--- src/rtl/stat_pkg.sv ---
// Shared constants and types for the status reporting hierarchy.
// Assumes an 8-bit status byte with fixed summary bit positions.
package stat_pkg;

    localparam int STD_W   = 8;
    localparam int Q_W     = 16;
    localparam int ADDR_W  = 4;
    localparam int DATA_W  = 16;
    localparam int STB_W   = 8;

    // Status byte bit positions that a host decodes.
    localparam int QSB_BIT = 3;
    localparam int ESB_BIT = 5;
    localparam int RQS_BIT = 6;

    // Questionable condition bits forced while calibration is disabled.
    localparam int CAL_TIME_BIT  = 2;
    localparam int CAL_FREQ_BIT  = 5;
    localparam int CAL_PHASE_BIT = 6;
    localparam logic [Q_W-1:0] CAL_MASK =
        (Q_W'(1) << CAL_TIME_BIT) | (Q_W'(1) << CAL_FREQ_BIT) | (Q_W'(1) << CAL_PHASE_BIT);

    localparam logic [STB_W-1:0] SVC_WR_MASK = ~(STB_W'(1) << RQS_BIT);

    typedef enum logic [ADDR_W-1:0] {
        A_SPOLL   = 4'd0,
        A_SVC_EN  = 4'd1,
        A_STD_EVT = 4'd2,
        A_STD_EN  = 4'd3,
        A_Q_COND  = 4'd4,
        A_Q_EVT   = 4'd5,
        A_Q_EN    = 4'd6,
        A_Q_RISE  = 4'd7,
        A_Q_FALL  = 4'd8
    } reg_addr_e;

endpackage

--- src/rtl/stat_event_reg.sv ---
// Latched event register with optional transition filtering.
// EDGE_MODE=1: latches on filtered edges of a level input (rise_en/fall_en).
// EDGE_MODE=0: latches input pulses on bits where rise_en|fall_en is set.
// Clear-all dominates; a read-clear keeps events arriving in the same cycle.
module stat_event_reg #(
    parameter int W         = 16,
    parameter bit EDGE_MODE = 1'b1
) (
    input  logic         clk,
    input  logic         rst_n,
    input  logic [W-1:0] sig_in,
    input  logic [W-1:0] rise_en,
    input  logic [W-1:0] fall_en,
    input  logic         rd_clr,
    input  logic         clr_all,
    output logic [W-1:0] evt_q
);

    logic [W-1:0] set_bits;

    generate
        if (EDGE_MODE) begin : g_edge
            logic [W-1:0] prev_q;

            // Remember the previous condition level for edge detection.
            always_ff @(posedge clk) begin
                if (!rst_n) prev_q <= '0;
                else        prev_q <= sig_in;
            end

            // Select the edges the filters allow.
            always_comb begin
                set_bits = (sig_in & ~prev_q & rise_en) | (~sig_in & prev_q & fall_en);
            end
        end else begin : g_pulse
            // Pulses pass on any bit with a capture enable.
            always_comb begin
                set_bits = sig_in & (rise_en | fall_en);
            end
        end
    endgenerate

    // Sticky event storage with read-clear and clear-all.
    always_ff @(posedge clk) begin
        if (!rst_n)       evt_q <= '0;
        else if (clr_all) evt_q <= '0;
        else if (rd_clr)  evt_q <= set_bits;
        else              evt_q <= evt_q | set_bits;
    end

endmodule

--- src/rtl/stat_summary.sv ---
// Builds the status byte from the two event registers and their masks,
// and computes the request-service bit against the service-request mask.
// Purely combinational; the status byte has no storage.
module stat_summary
    import stat_pkg::*;
(
    input  logic [STD_W-1:0] std_evt,
    input  logic [STD_W-1:0] std_en,
    input  logic [Q_W-1:0]   q_evt,
    input  logic [Q_W-1:0]   q_en,
    input  logic [STB_W-1:0] svc_en,
    output logic [STB_W-1:0] status_byte,
    output logic             srq
);

    logic [STB_W-1:0] base_byte;
    logic             rqs;

    // Place the two summary bits into an otherwise empty byte.
    always_comb begin
        base_byte          = '0;
        base_byte[ESB_BIT] = |(std_evt & std_en);
        base_byte[QSB_BIT] = |(q_evt & q_en);
    end

    // Request-service bit from the masked byte, excluding itself.
    always_comb begin
        rqs = |(base_byte & svc_en & SVC_WR_MASK);
    end

    // Merge request-service bit and drive the request line.
    always_comb begin
        status_byte          = base_byte;
        status_byte[RQS_BIT] = rqs;
        srq                  = rqs;
    end

endmodule

--- src/rtl/stat_regfile.sv ---
// Host-facing register file: enable and filter storage, read mux with
// one-cycle latency, and read-clear strobes for the event registers.
// Assumes one access per cycle; reads and writes to unmapped addresses are inert.
module stat_regfile
    import stat_pkg::*;
(
    input  logic              clk,
    input  logic              rst_n,
    input  logic              acc_en,
    input  logic              acc_wr,
    input  logic [ADDR_W-1:0] acc_addr,
    input  logic [DATA_W-1:0] acc_wdata,
    input  logic [STB_W-1:0]  status_byte,
    input  logic [STD_W-1:0]  std_evt,
    input  logic [Q_W-1:0]    q_cond,
    input  logic [Q_W-1:0]    q_evt,
    output logic [STB_W-1:0]  svc_en,
    output logic [STD_W-1:0]  std_en,
    output logic [Q_W-1:0]    q_en,
    output logic [Q_W-1:0]    q_rise,
    output logic [Q_W-1:0]    q_fall,
    output logic              std_rd_clr,
    output logic              q_rd_clr,
    output logic [DATA_W-1:0] acc_rdata
);

    reg_addr_e         addr;
    logic              do_wr;
    logic              do_rd;
    logic [DATA_W-1:0] rd_mux;

    // Decode the access type.
    always_comb begin
        addr  = reg_addr_e'(acc_addr);
        do_wr = acc_en & acc_wr;
        do_rd = acc_en & ~acc_wr;
    end

    // Read-clear strobes for the two event registers.
    always_comb begin
        std_rd_clr = do_rd && (addr == A_STD_EVT);
        q_rd_clr   = do_rd && (addr == A_Q_EVT);
    end

    // Enable and filter register writes.
    always_ff @(posedge clk) begin
        if (!rst_n) begin
            svc_en <= '0;
            std_en <= '0;
            q_en   <= '0;
            q_rise <= '1;
            q_fall <= '0;
        end else if (do_wr) begin
            case (addr)
                A_SVC_EN: svc_en <= acc_wdata[STB_W-1:0] & SVC_WR_MASK;
                A_STD_EN: std_en <= acc_wdata[STD_W-1:0];
                A_Q_EN:   q_en   <= acc_wdata[Q_W-1:0];
                A_Q_RISE: q_rise <= acc_wdata[Q_W-1:0];
                A_Q_FALL: q_fall <= acc_wdata[Q_W-1:0];
                default:  ;
            endcase
        end
    end

    // Select the value a read returns.
    always_comb begin
        rd_mux = '0;
        case (addr)
            A_SPOLL:   rd_mux = DATA_W'(status_byte);
            A_SVC_EN:  rd_mux = DATA_W'(svc_en);
            A_STD_EVT: rd_mux = DATA_W'(std_evt);
            A_STD_EN:  rd_mux = DATA_W'(std_en);
            A_Q_COND:  rd_mux = DATA_W'(q_cond);
            A_Q_EVT:   rd_mux = DATA_W'(q_evt);
            A_Q_EN:    rd_mux = DATA_W'(q_en);
            A_Q_RISE:  rd_mux = DATA_W'(q_rise);
            A_Q_FALL:  rd_mux = DATA_W'(q_fall);
            default:   rd_mux = '0;
        endcase
    end

    // Register read data; zero when no read took place.
    always_ff @(posedge clk) begin
        if (!rst_n)     acc_rdata <= '0;
        else if (do_rd) acc_rdata <= rd_mux;
        else            acc_rdata <= '0;
    end

endmodule

--- src/rtl/stat_report_top.sv ---
// Status reporting hierarchy top: standard event register (pulse capture),
// questionable-data register (edge filtered), status byte and service request.
// Assumes event inputs are synchronous to clk.
module stat_report_top
    import stat_pkg::*;
(
    input  logic              clk,
    input  logic              rst_n,
    input  logic [7:0]        std_evt_in,
    input  logic [15:0]       q_cond_in,
    input  logic              autocal_off,
    input  logic              clr_status,
    input  logic              acc_en,
    input  logic              acc_wr,
    input  logic [3:0]        acc_addr,
    input  logic [15:0]       acc_wdata,
    output logic [15:0]       acc_rdata,
    output logic [7:0]        status_byte,
    output logic              srq
);

    logic [Q_W-1:0]   q_cond_eff;
    logic [STD_W-1:0] esr_q;
    logic [Q_W-1:0]   qevt_q;
    logic [STB_W-1:0] sre_q;
    logic [STD_W-1:0] ese_q;
    logic [Q_W-1:0]   qen_q;
    logic [Q_W-1:0]   qrise_q;
    logic [Q_W-1:0]   qfall_q;
    logic             std_rd_clr;
    logic             q_rd_clr;

    // Force calibration-dependent conditions while calibration is off.
    always_comb begin
        q_cond_eff = q_cond_in | (autocal_off ? CAL_MASK : '0);
    end

    stat_event_reg #(.W(STD_W), .EDGE_MODE(1'b0)) u_std_evt (
        .clk     (clk),
        .rst_n   (rst_n),
        .sig_in  (std_evt_in),
        .rise_en ({STD_W{1'b1}}),
        .fall_en ({STD_W{1'b0}}),
        .rd_clr  (std_rd_clr),
        .clr_all (clr_status),
        .evt_q   (esr_q)
    );

    stat_event_reg #(.W(Q_W), .EDGE_MODE(1'b1)) u_q_evt (
        .clk     (clk),
        .rst_n   (rst_n),
        .sig_in  (q_cond_eff),
        .rise_en (qrise_q),
        .fall_en (qfall_q),
        .rd_clr  (q_rd_clr),
        .clr_all (clr_status),
        .evt_q   (qevt_q)
    );

    stat_summary u_sum (
        .std_evt     (esr_q),
        .std_en      (ese_q),
        .q_evt       (qevt_q),
        .q_en        (qen_q),
        .svc_en      (sre_q),
        .status_byte (status_byte),
        .srq         (srq)
    );

    stat_regfile u_regs (
        .clk         (clk),
        .rst_n       (rst_n),
        .acc_en      (acc_en),
        .acc_wr      (acc_wr),
        .acc_addr    (acc_addr),
        .acc_wdata   (acc_wdata),
        .status_byte (status_byte),
        .std_evt     (esr_q),
        .q_cond      (q_cond_eff),
        .q_evt       (qevt_q),
        .svc_en      (sre_q),
        .std_en      (ese_q),
        .q_en        (qen_q),
        .q_rise      (qrise_q),
        .q_fall      (qfall_q),
        .std_rd_clr  (std_rd_clr),
        .q_rd_clr    (q_rd_clr),
        .acc_rdata   (acc_rdata)
    );

endmodule

--- config.mk ---
export PLATFORM = sky130hd
export DESIGN_NAME = stat_report_top
export DESIGN_NICKNAME = d
export VERILOG_FILES = /design/src/rtl/stat_pkg.sv /design/src/rtl/stat_event_reg.sv /design/src/rtl/stat_summary.sv /design/src/rtl/stat_regfile.sv /design/src/rtl/stat_report_top.sv
export SDC_FILE = /design/constraint.sdc
export NUM_CORES = 1
export LEC_CHECK = 0
export ABC_AREA = 1
export BUFFER_PORTS_ARGS = -buffer_cell sky130_fd_sc_hd__buf_2
export CORE_UTILIZATION = 30
export DETAILED_ROUTE_END_ITERATION = 16
export GPL_TIMING_DRIVEN = 1
export PLACE_DENSITY = 0.44
export SETUP_SLACK_MARGIN = 0.1
export SYNTH_ARGS = -nofsm -noshare
export SYNTH_HDL_FRONTEND = slang
export SYNTH_HIERARCHICAL = 1
export SYNTH_SLANG_ARGS = --single-unit
--- constraint.sdc ---
create_clock -name clk -period 3.4 [get_ports clk]
set_input_delay 0.34 -clock clk [delete_from_list [all_inputs] [get_ports clk]]
set_output_delay 0.34 -clock clk [all_outputs]
set_load 0.03 [all_outputs]
# After elaboration in Yosys (flattened, before gate mapping)
# Index checks and enable logic that the tools add are counted.
# word_totals
word_cells,51
output_inout_bits,25
ff_bits,119
# op_classes
n_eq_ne,8
n_reduce_logical,13
mux,4
n_bitwise,17
# ops
op,n
case mux 16 bit (9 select lines),1
bitwise AND 16 bit,5
NOT 16 bit,2
bitwise OR 16 bit,2
"== test 4 x 3 -> 1 bit, second input constant",4
2-to-1 mux 16 bit,1
bitwise OR 16 x 7 -> 16 bit,1
OR reduction 16 bit,1
AND reduction 2 bit,6
bitwise AND 6 x 8 -> 8 bit,1
bitwise AND 8 bit,1
"== test 4 x 2 -> 1 bit, second input constant",2
2-to-1 mux 8 bit,1
bitwise OR 8 bit,1
OR reduction 8 bit,1
2-to-1 mux 7 bit,1
OR reduction 7 bit,1
"== test 4 x 1 -> 1 bit, second input constant",1
"== test 4 bit, second input constant",1
zero test 4 bit,1
bitwise AND 1 bit,2
logical AND 1 bit,2
NOT 1 bit,2
OR reduction 2 bit,1

# Depth between registers and ports, before layout
# Gate-level depths: netlist of run 1.
# logic_depth
ltp_word,8
mapped_depth,11
mapped_depth_nobuf,10

# By module
# The synthesis of run 1 kept the hierarchy.
# by_module_without_submodules
mod,area_per_inst_um2,seq_area_each_um2,instances,cells_each
stat_regfile,3599.7,1581.5,1,507
stat_event_reg (u_q_evt),1357.6,640.6,1,199
stat_event_reg (u_std_evt),284.0,160.2,1,35
stat_summary,240.2,0.0,1,55
stat_report_top,33.8,0.0,1,9

# Worst setup path before layout of run 1
# Ideal clock, no wire load.
# synth_timing
path_kind,reg-to-reg
from,register u_std_evt.evt_q[0]
to,register u_regs.acc_rdata[6]
period_less_slack_ps,1846
path_slack_ps,1554
n_path_buf,1
stages_incl_launch_ff,12
arrival_ps,1714
setup_ps,132
path_cell_list,dfxtp_1 > nand2_1 > nand2_1 > nor2_1 > nand4_1 > nand2_1 > nand2_1 > buf_4 > nand3_1 > nand2_1 > nor2_1 > a21oi_1
# synth_via
elab_chain_len,5
# synth_rtl
item,line_no,text
start: declaration,stat_event_reg.sv:16,output logic [W-1:0] evt_q
start signal: assignment,stat_event_reg.sv:47,else if (rd_clr) evt_q <= set_bits;
start signal: assignment,stat_event_reg.sv:48,else evt_q <= evt_q | set_bits;
bitwise AND 8 bit,stat_summary.sv:22,base_byte[ESB_BIT] = |(std_evt & std_en);
OR reduction 8 bit,stat_summary.sv:22,
named net status_byte[5],stat_report_top.sv:18,"output logic [7:0] status_byte,"
bitwise AND 6 x 8 -> 8 bit,stat_summary.sv:28,rqs = |(base_byte & svc_en & SVC_WR_MASK);
OR reduction 7 bit,stat_summary.sv:28,
named net srq,stat_report_top.sv:19,output logic srq
case mux 16 bit (9 select lines),stat_regfile.sv:68,case (addr)
end signal: assignment,stat_regfile.sv:85,else if (do_rd) acc_rdata <= rd_mux;
end: declaration,stat_regfile.sv:24,output logic [DATA_W-1:0] acc_rdata
# The timed path passes the listed nets, and every way through them passes these cells.
# A chain may end at the register's enable or synchronous reset.

# Worst setup path in the final report of run 1
# layout_timing
from,register u_q_evt.evt_q[11]
to,output status_byte[6]
# layout_via
elab_chain_len,4
# layout_rtl
item,line_no,text
start: declaration,stat_event_reg.sv:16,
start signal: assignment,stat_event_reg.sv:47,
start signal: assignment,stat_event_reg.sv:48,
bitwise AND 16 bit,stat_summary.sv:23,base_byte[QSB_BIT] = |(q_evt & q_en);
OR reduction 16 bit,stat_summary.sv:23,
bitwise AND 6 x 8 -> 8 bit,stat_summary.sv:28,
OR reduction 7 bit,stat_summary.sv:28,
end: declaration,stat_report_top.sv:18,
# Every way passes these cells.

==> impl_metrics.env, run 1 <==
export IMPL_status="finished, final reports clean"
export IMPL_clock_skew_ns=0.0116
export IMPL_antenna_left=0
export IMPL_p_leak_nw=3.12
export IMPL_fin_crit_sh_pct=57.8
export IMPL_via_count=5162
export IMPL_critPathMaxFanout=3
export IMPL_hold_start="q_cond_in[0]"
export IMPL_dieArea_um2=18900
export IMPL_die_h_um=137
export IMPL_syn_inst=803
export IMPL_powerDensity_nw_per_um2=537
export IMPL_cts_buffer_depth=2
export IMPL_drc=0
export IMPL_r2r_slack_ns=1.82
export IMPL_ios=75
export IMPL_fill_cells=1957
export IMPL_hold_viol=0
export IMPL_setup_tns_ns=0
export IMPL_r2r_cells=8
export IMPL_rsz0062_at_grt="false"
export IMPL_clockRootBuffer="clkbuf_16"
export IMPL_grt_pass1_wl_um=27000
export IMPL_tightest_slew_ns=0.892
export IMPL_clkLatencyLatePin_ns=0.42
export IMPL_met2RoutedLength_um=7650
export IMPL_finalWirelength_um=17000
export IMPL_maxSlewViolCount=0
export IMPL_wl_per_cell_um=15.2
export IMPL_grt_pass1_vias=4870
export IMPL_cts_tree="yes"
export IMPL_initial_core_util_pct=30.6
export IMPL_critPathCaptureType="output pin"
export IMPL_grt_max_degree=31
export IMPL_diodes=0
export IMPL_timing_rr_end="u_regs/acc_rdata[3]"
export IMPL_hold_path_end="u_q_evt/g_edge.prev_q[0]"
export IMPL_cts_hold_buf=0
export IMPL_topRoutingLayerUsed="met4"
export IMPL_viasPerCell=4.60
export IMPL_cts_resized_gates=0
export IMPL_cts_reportedPaths_clkPinSlew_ns=0.05
export IMPL_crit_arrival_ns=1.62
export IMPL_area_growth_pct=20.7
export IMPL_rr_startpoint="u_q_evt/evt_q[1]"
export IMPL_htreeDepth=4
export IMPL_fmax_mhz=509
export IMPL_hpwl_um=12100
export IMPL_postCtsSetupBuffers=0
export IMPL_gp_congestion=0.784
export IMPL_antenna_found_initial=0
export IMPL_die_w_um=137
export IMPL_wl_met1_um=8330
export IMPL_drt_iter0_markers=278
export IMPL_slew_headroom_pct=40.3
export IMPL_firstDrtPassIters=4
export IMPL_hold_class="in2reg"
export IMPL_numCtsBuffers=17
export IMPL_fin_total_pwr_w=0.00357
export IMPL_avgSynthCellArea_um2=6.85
export IMPL_crit_type="reg2out"
export IMPL_multi_input_area_um2=2460
export IMPL_track_usage_pct=19.4
export IMPL_clkSinkCount=119
export IMPL_netlist_area_um2=5500
export IMPL_core_area_um2=18000
export IMPL_port_buffers=69
export IMPL_seq_area_um2=2380
export IMPL_drive_gt1_share_pct=15.0
export IMPL_met3_length_um=819
export IMPL_min_path_cells=3
export IMPL_critPathLaunchType="flip-flop"
export IMPL_drv_cap=0
export IMPL_ir_drop_mv=0.343
export IMPL_nets=930
export IMPL_yosys_warnings=6
export IMPL_setup_viol=0
export IMPL_period_needed_ns=1.96
export IMPL_worstPathRequired_ns=3.06
export IMPL_overflow=0
export IMPL_num_rows=49
[worst max-delay path, stage by stage (launching register included)]
cell and delay [ns]:
dfxtp_1 0.33, nand2_1 0.07, nand2_1 0.07, nor2_2 0.15
nand2_1 0.08, o21ai_1 0.18, nand2_1 0.13, buf_2 0.20
[final cells by class]
class | instances | share of cell area (%)
Clock buffer | 23 | 7.35
Clock inverter | 8 | 1.81
Inverter | 133 | 7.52
Tap cell | 229 | 4.31
Timing Repair Buffer | 77 | 6.10
Sequential cell | 119 | 35.9
Multi-Input combinational cell | 532 | 37.1
[sequential cells by signal, summed over array words and instances, names as in the netlist]
register               flops
u_regs/q_fall             16
u_q_evt/evt_q             16
u_regs/std_en              8
u_q_evt/g_edge.prev_q     16
u_regs/acc_rdata          16
u_std_evt/evt_q            8
u_regs/svc_en              7
u_regs/q_en               16
u_regs/q_rise             16
[power by group]
group,total (W),internal [W],switching [W]
Clock,0.00186,0.00122,0.000634
Sequential,0.00146,0.00143,0.0000238
Combinational,0.000256,0.0000780,0.000178
Total,0.00357,0.00273,0.000837
[through the flow]
step | hold slack (ns) | util (%) | setup slack (ns) | area [um2] | instances
2_1_floorplan | 0.424 | - | 1.55 | 5570 | 821
3_3_place_gp | 0.439 | 33.6 | 1.19 | 6030 | 1090
3_5_place_dp | 0.440 | 33.6 | 1.15 | 6030 | 1090
4_1_cts | 0.136 | 37.0 | 1.39 | 6640 | 1121
5_1_grt | 0.147 | 37.0 | 1.32 | 6640 | 1121
6_report | 0.155 | 37.0 | 1.44 | 6640 | 1121
[layout by cell type, fill, tap and decap left out]
cell and count:
conb_1 21, nand2_1 163, nor2_1 38, a21oi_1 68, bufinv_16 3, buf_4 8
dfxtp_1 119, nor2_2 6, clkinv_2 3, nor3_1 1, nor4_1 1, o21ai_1 2
clkinv_1 1, clkbuf_8 4, clkinvlp_4 2, nand4_1 2, o211ai_1 4, inv_1 120
nand2_2 4, clkbuf_16 17, clkbuf_1 2, nor2_4 4, inv_2 12, nor2_8 1
buf_2 69, o22ai_1 3, nand2_4 1, nand3_1 148, o21ai_0 65
[layer usage]
metal | up-vias | GRT usage (%)
li1 | 2705 | -
met1 | 2322 | 25.9
met2 | 120 | 30.5
met3 | 15 | 5.00
met4 | 0 | 5.74
met5 | - | 0
[how the worst max path moves through the flow]
stage / cells after the start / slack (ns) / to / start
2_1_floorplan: 11 / 1.55 / u_regs/acc_rdata[6] / u_std_evt/evt_q[0]
3_3_place_gp: 8 / 1.19 / u_regs/q_en[11] / acc_addr[1]
3_5_place_dp: 8 / 1.15 / u_regs/q_en[12] / acc_addr[1]
4_1_cts: 7 / 1.39 / status_byte[6] / u_q_evt/evt_q[0]
5_1_grt: 7 / 1.32 / srq / u_std_evt/evt_q[6]
6_report: 7 / 1.44 / status_byte[6] / u_q_evt/evt_q[11]
Power figures use the tool's default switching activity.
==> run 2: changes to the inputs <==
- clock period: 3.4 -> 2 ns (I/O delays scaled with it)
==> run 2 against run 1 <==
  * The flow now finishes with violations (DRC)
  * Die area stayed put
  * Clock power is 66% higher
  * Non-clock buffer count is 19 higher
  * Wire length is 1.3% higher
  * Core utilization is 1.0 points higher
  * Combinational power is 84% higher
  * Design area is 2.7% higher
  * Critical path type unchanged
  * Highest routed layer unchanged
==> impl_metrics.env, run 2 (synthesized netlist as in run 1, its figures left out) <==
export IMPL_status="finished with violations"
export IMPL_violations="DRC"
export IMPL_hold_start="acc_wdata[8]"
export IMPL_powerDensity_nw_per_um2=882
export IMPL_finalWirelength_um=17300
export IMPL_critPathMostFrequentCell="nand2_1"
export IMPL_dieArea_um2=18900
export IMPL_rsz0062_at_grt="true"
export IMPL_multi_input_area_um2=2470
export IMPL_drt_iter0_markers=313
export IMPL_wl_met1_um=8600
export IMPL_viasPerCell=4.62
export IMPL_final_cell_mix="nand2_1, nand3_1, inv_1"
export IMPL_cpMaxStageDelayCell="dfxtp_1"
export IMPL_drv_cap=0
export IMPL_seq_area_um2=2380
export IMPL_fin_crit_sh_pct=89.9
export IMPL_slew_headroom_pct=58.1
export IMPL_r2r_cells=8
export IMPL_setup_tns_ns=0
export IMPL_met3_length_um=860
export IMPL_port_buffers=69
export IMPL_path_buf_inv=1
export IMPL_antenna_found_initial=0
export IMPL_cts_buffer_depth=2
export IMPL_die_w_um=137
export IMPL_setup_ws_ns=0.202
export IMPL_wl_per_cell_um=15.1
export IMPL_critPathMaxFanout=3
export IMPL_cts_tree="yes"
export IMPL_htreeDepth=4
export IMPL_clkSinkCount=119
export IMPL_critPathLaunchType="flip-flop"
export IMPL_nets=949
export IMPL_max_stage_delay_ns=0.32
export IMPL_ios=75
export IMPL_fmax_mhz=556
export IMPL_numCtsBuffers=17
export IMPL_post_route_util_pct=38.0
export IMPL_gp_congestion=0.782
export IMPL_firstDrtPassIters=11
export IMPL_min_path_cells=3
export IMPL_maxSlewViolCount=0
export IMPL_clockRootBuffer="clkbuf_16"
export IMPL_hpwl_um=12300
export IMPL_drive_gt1_share_pct=16.1
export IMPL_cp_cell_sequence="nand2_1 -> nand2_1 -> nor2_1 -> nand4_1 -> nand2_1 -> nand2_2 -> buf_2"
export IMPL_grt_pass1_vias=4913
export IMPL_place_ws_ns=0.316
export IMPL_p_leak_nw=3.20
export IMPL_hold_viol=0
export IMPL_worstPathRequired_ns=1.80
export IMPL_die_h_um=137
export IMPL_grt_max_degree=30
export IMPL_num_rows=49
export IMPL_hold_path_end="u_regs/q_rise[8]"
export IMPL_cts_reportedPaths_clkPinSlew_ns=0.05
export IMPL_clkLatencyLatePin_ns=0.41
export IMPL_period_needed_ns=1.80
export IMPL_crit_arrival_ns=1.60
export IMPL_via_count=5263
export IMPL_topRoutingLayerUsed="met4"
export IMPL_core_area_um2=18000
export IMPL_crit_family="simple AND/OR/NAND/NOR gates"
export IMPL_drc=2
export IMPL_track_usage_pct=19.4
export IMPL_cp_num_cells=7
export IMPL_crit_type="reg2out"
export IMPL_met2RoutedLength_um=7620
export IMPL_diodes=0
export IMPL_rr_startpoint="u_q_evt/evt_q[11]"
export IMPL_initial_core_util_pct=30.6
export IMPL_overflow=0
export IMPL_mostFrequentLayoutCell="nand2_1"
export IMPL_area_growth_pct=24.0
export IMPL_setup_viol=0
export IMPL_fill_cells=1953
export IMPL_r2r_slack_ns=0.50
export IMPL_clock_skew_ns=0.00797
export IMPL_timing_rr_end="u_regs/acc_rdata[3]"
export IMPL_critPathCaptureType="output pin"
export IMPL_antenna_left=0
export IMPL_hold_class="in2reg"
export IMPL_ir_drop_mv=0.550
export IMPL_grt_pass1_wl_um=27200
export IMPL_tightest_slew_ns=0.623
[run 2: area by class of cell]
cell class	instances	share of cell area (%)
multi-input cells	532	36.2
flip-flops and latches	119	34.9
repair buffers	96	8.69
clock buffers	24	7.35
inverters	133	7.32
well taps	229	4.20
clock inverters	7	1.36
[run 2: power breakdown]
group          internal [W]  switching, W  leakage (nW)  total (W)
Combinational      0.000158      0.000313          1.95   0.000470
Clock               0.00199       0.00109         0.284    0.00308
Sequential          0.00243     0.0000400         0.969    0.00247
[run 2: how the worst max path moves through the flow]
| stage | startpoint | end | slack (ns) |
|---|---|---|---|
| after detailed placement | acc_addr[0] | u_regs/svc_en[4] | 0.32 |
| after CTS | u_q_evt/evt_q[11] | srq | 0.13 |
| after global placement | acc_addr[1] | u_regs/acc_rdata[1] | 0.35 |
| after floorplan | u_std_evt/evt_q[0] | u_regs/acc_rdata[6] | 0.15 |
| after global routing | u_std_evt/evt_q[6] | srq | 0.09 |
| final | u_std_evt/evt_q[6] | srq | 0.20 |
[run 2: layer usage]
| layer | vias to the layer above | track usage, % |
|---|---|---|
| met5 | - | 0 |
| li1 | 2745 | - |
| met4 | 0 | 4.76 |
| met2 | 122 | 30.2 |
| met1 | 2378 | 26.6 |
| met3 | 18 | 5.04 |
[run 2: tightest hold or removal path: stages]
cell and delay (ns):
buf_2 0.10, nand2_1 0.05, nand3_1 0.05
[run 2: stage by stage]
stage / instance area (um2) / power [W] / hold slack (ns) / std cells
after CTS: 6810 / 0.00611 / 0.00363 / 1139
after global routing: 6820 / 0.00627 / 0.0255 / 1140
after floorplan: 5570 / 0.00279 / 0.293 / 821
after global placement: 6130 / 0.00298 / 0.428 / 1100
after detailed placement: 6130 / 0.00298 / 0.430 / 1100
final: 6820 / 0.00602 / 0.0191 / 1140
[run 2: timing repair]
action / in CTS / in global routing
endpoints found under the setup margin: 0 / 2
gates resized for setup: 0 / 2
hold buffers: 8 / 0
buffers inserted: 0 / 1
hold endpoints to repair: 8 / 0
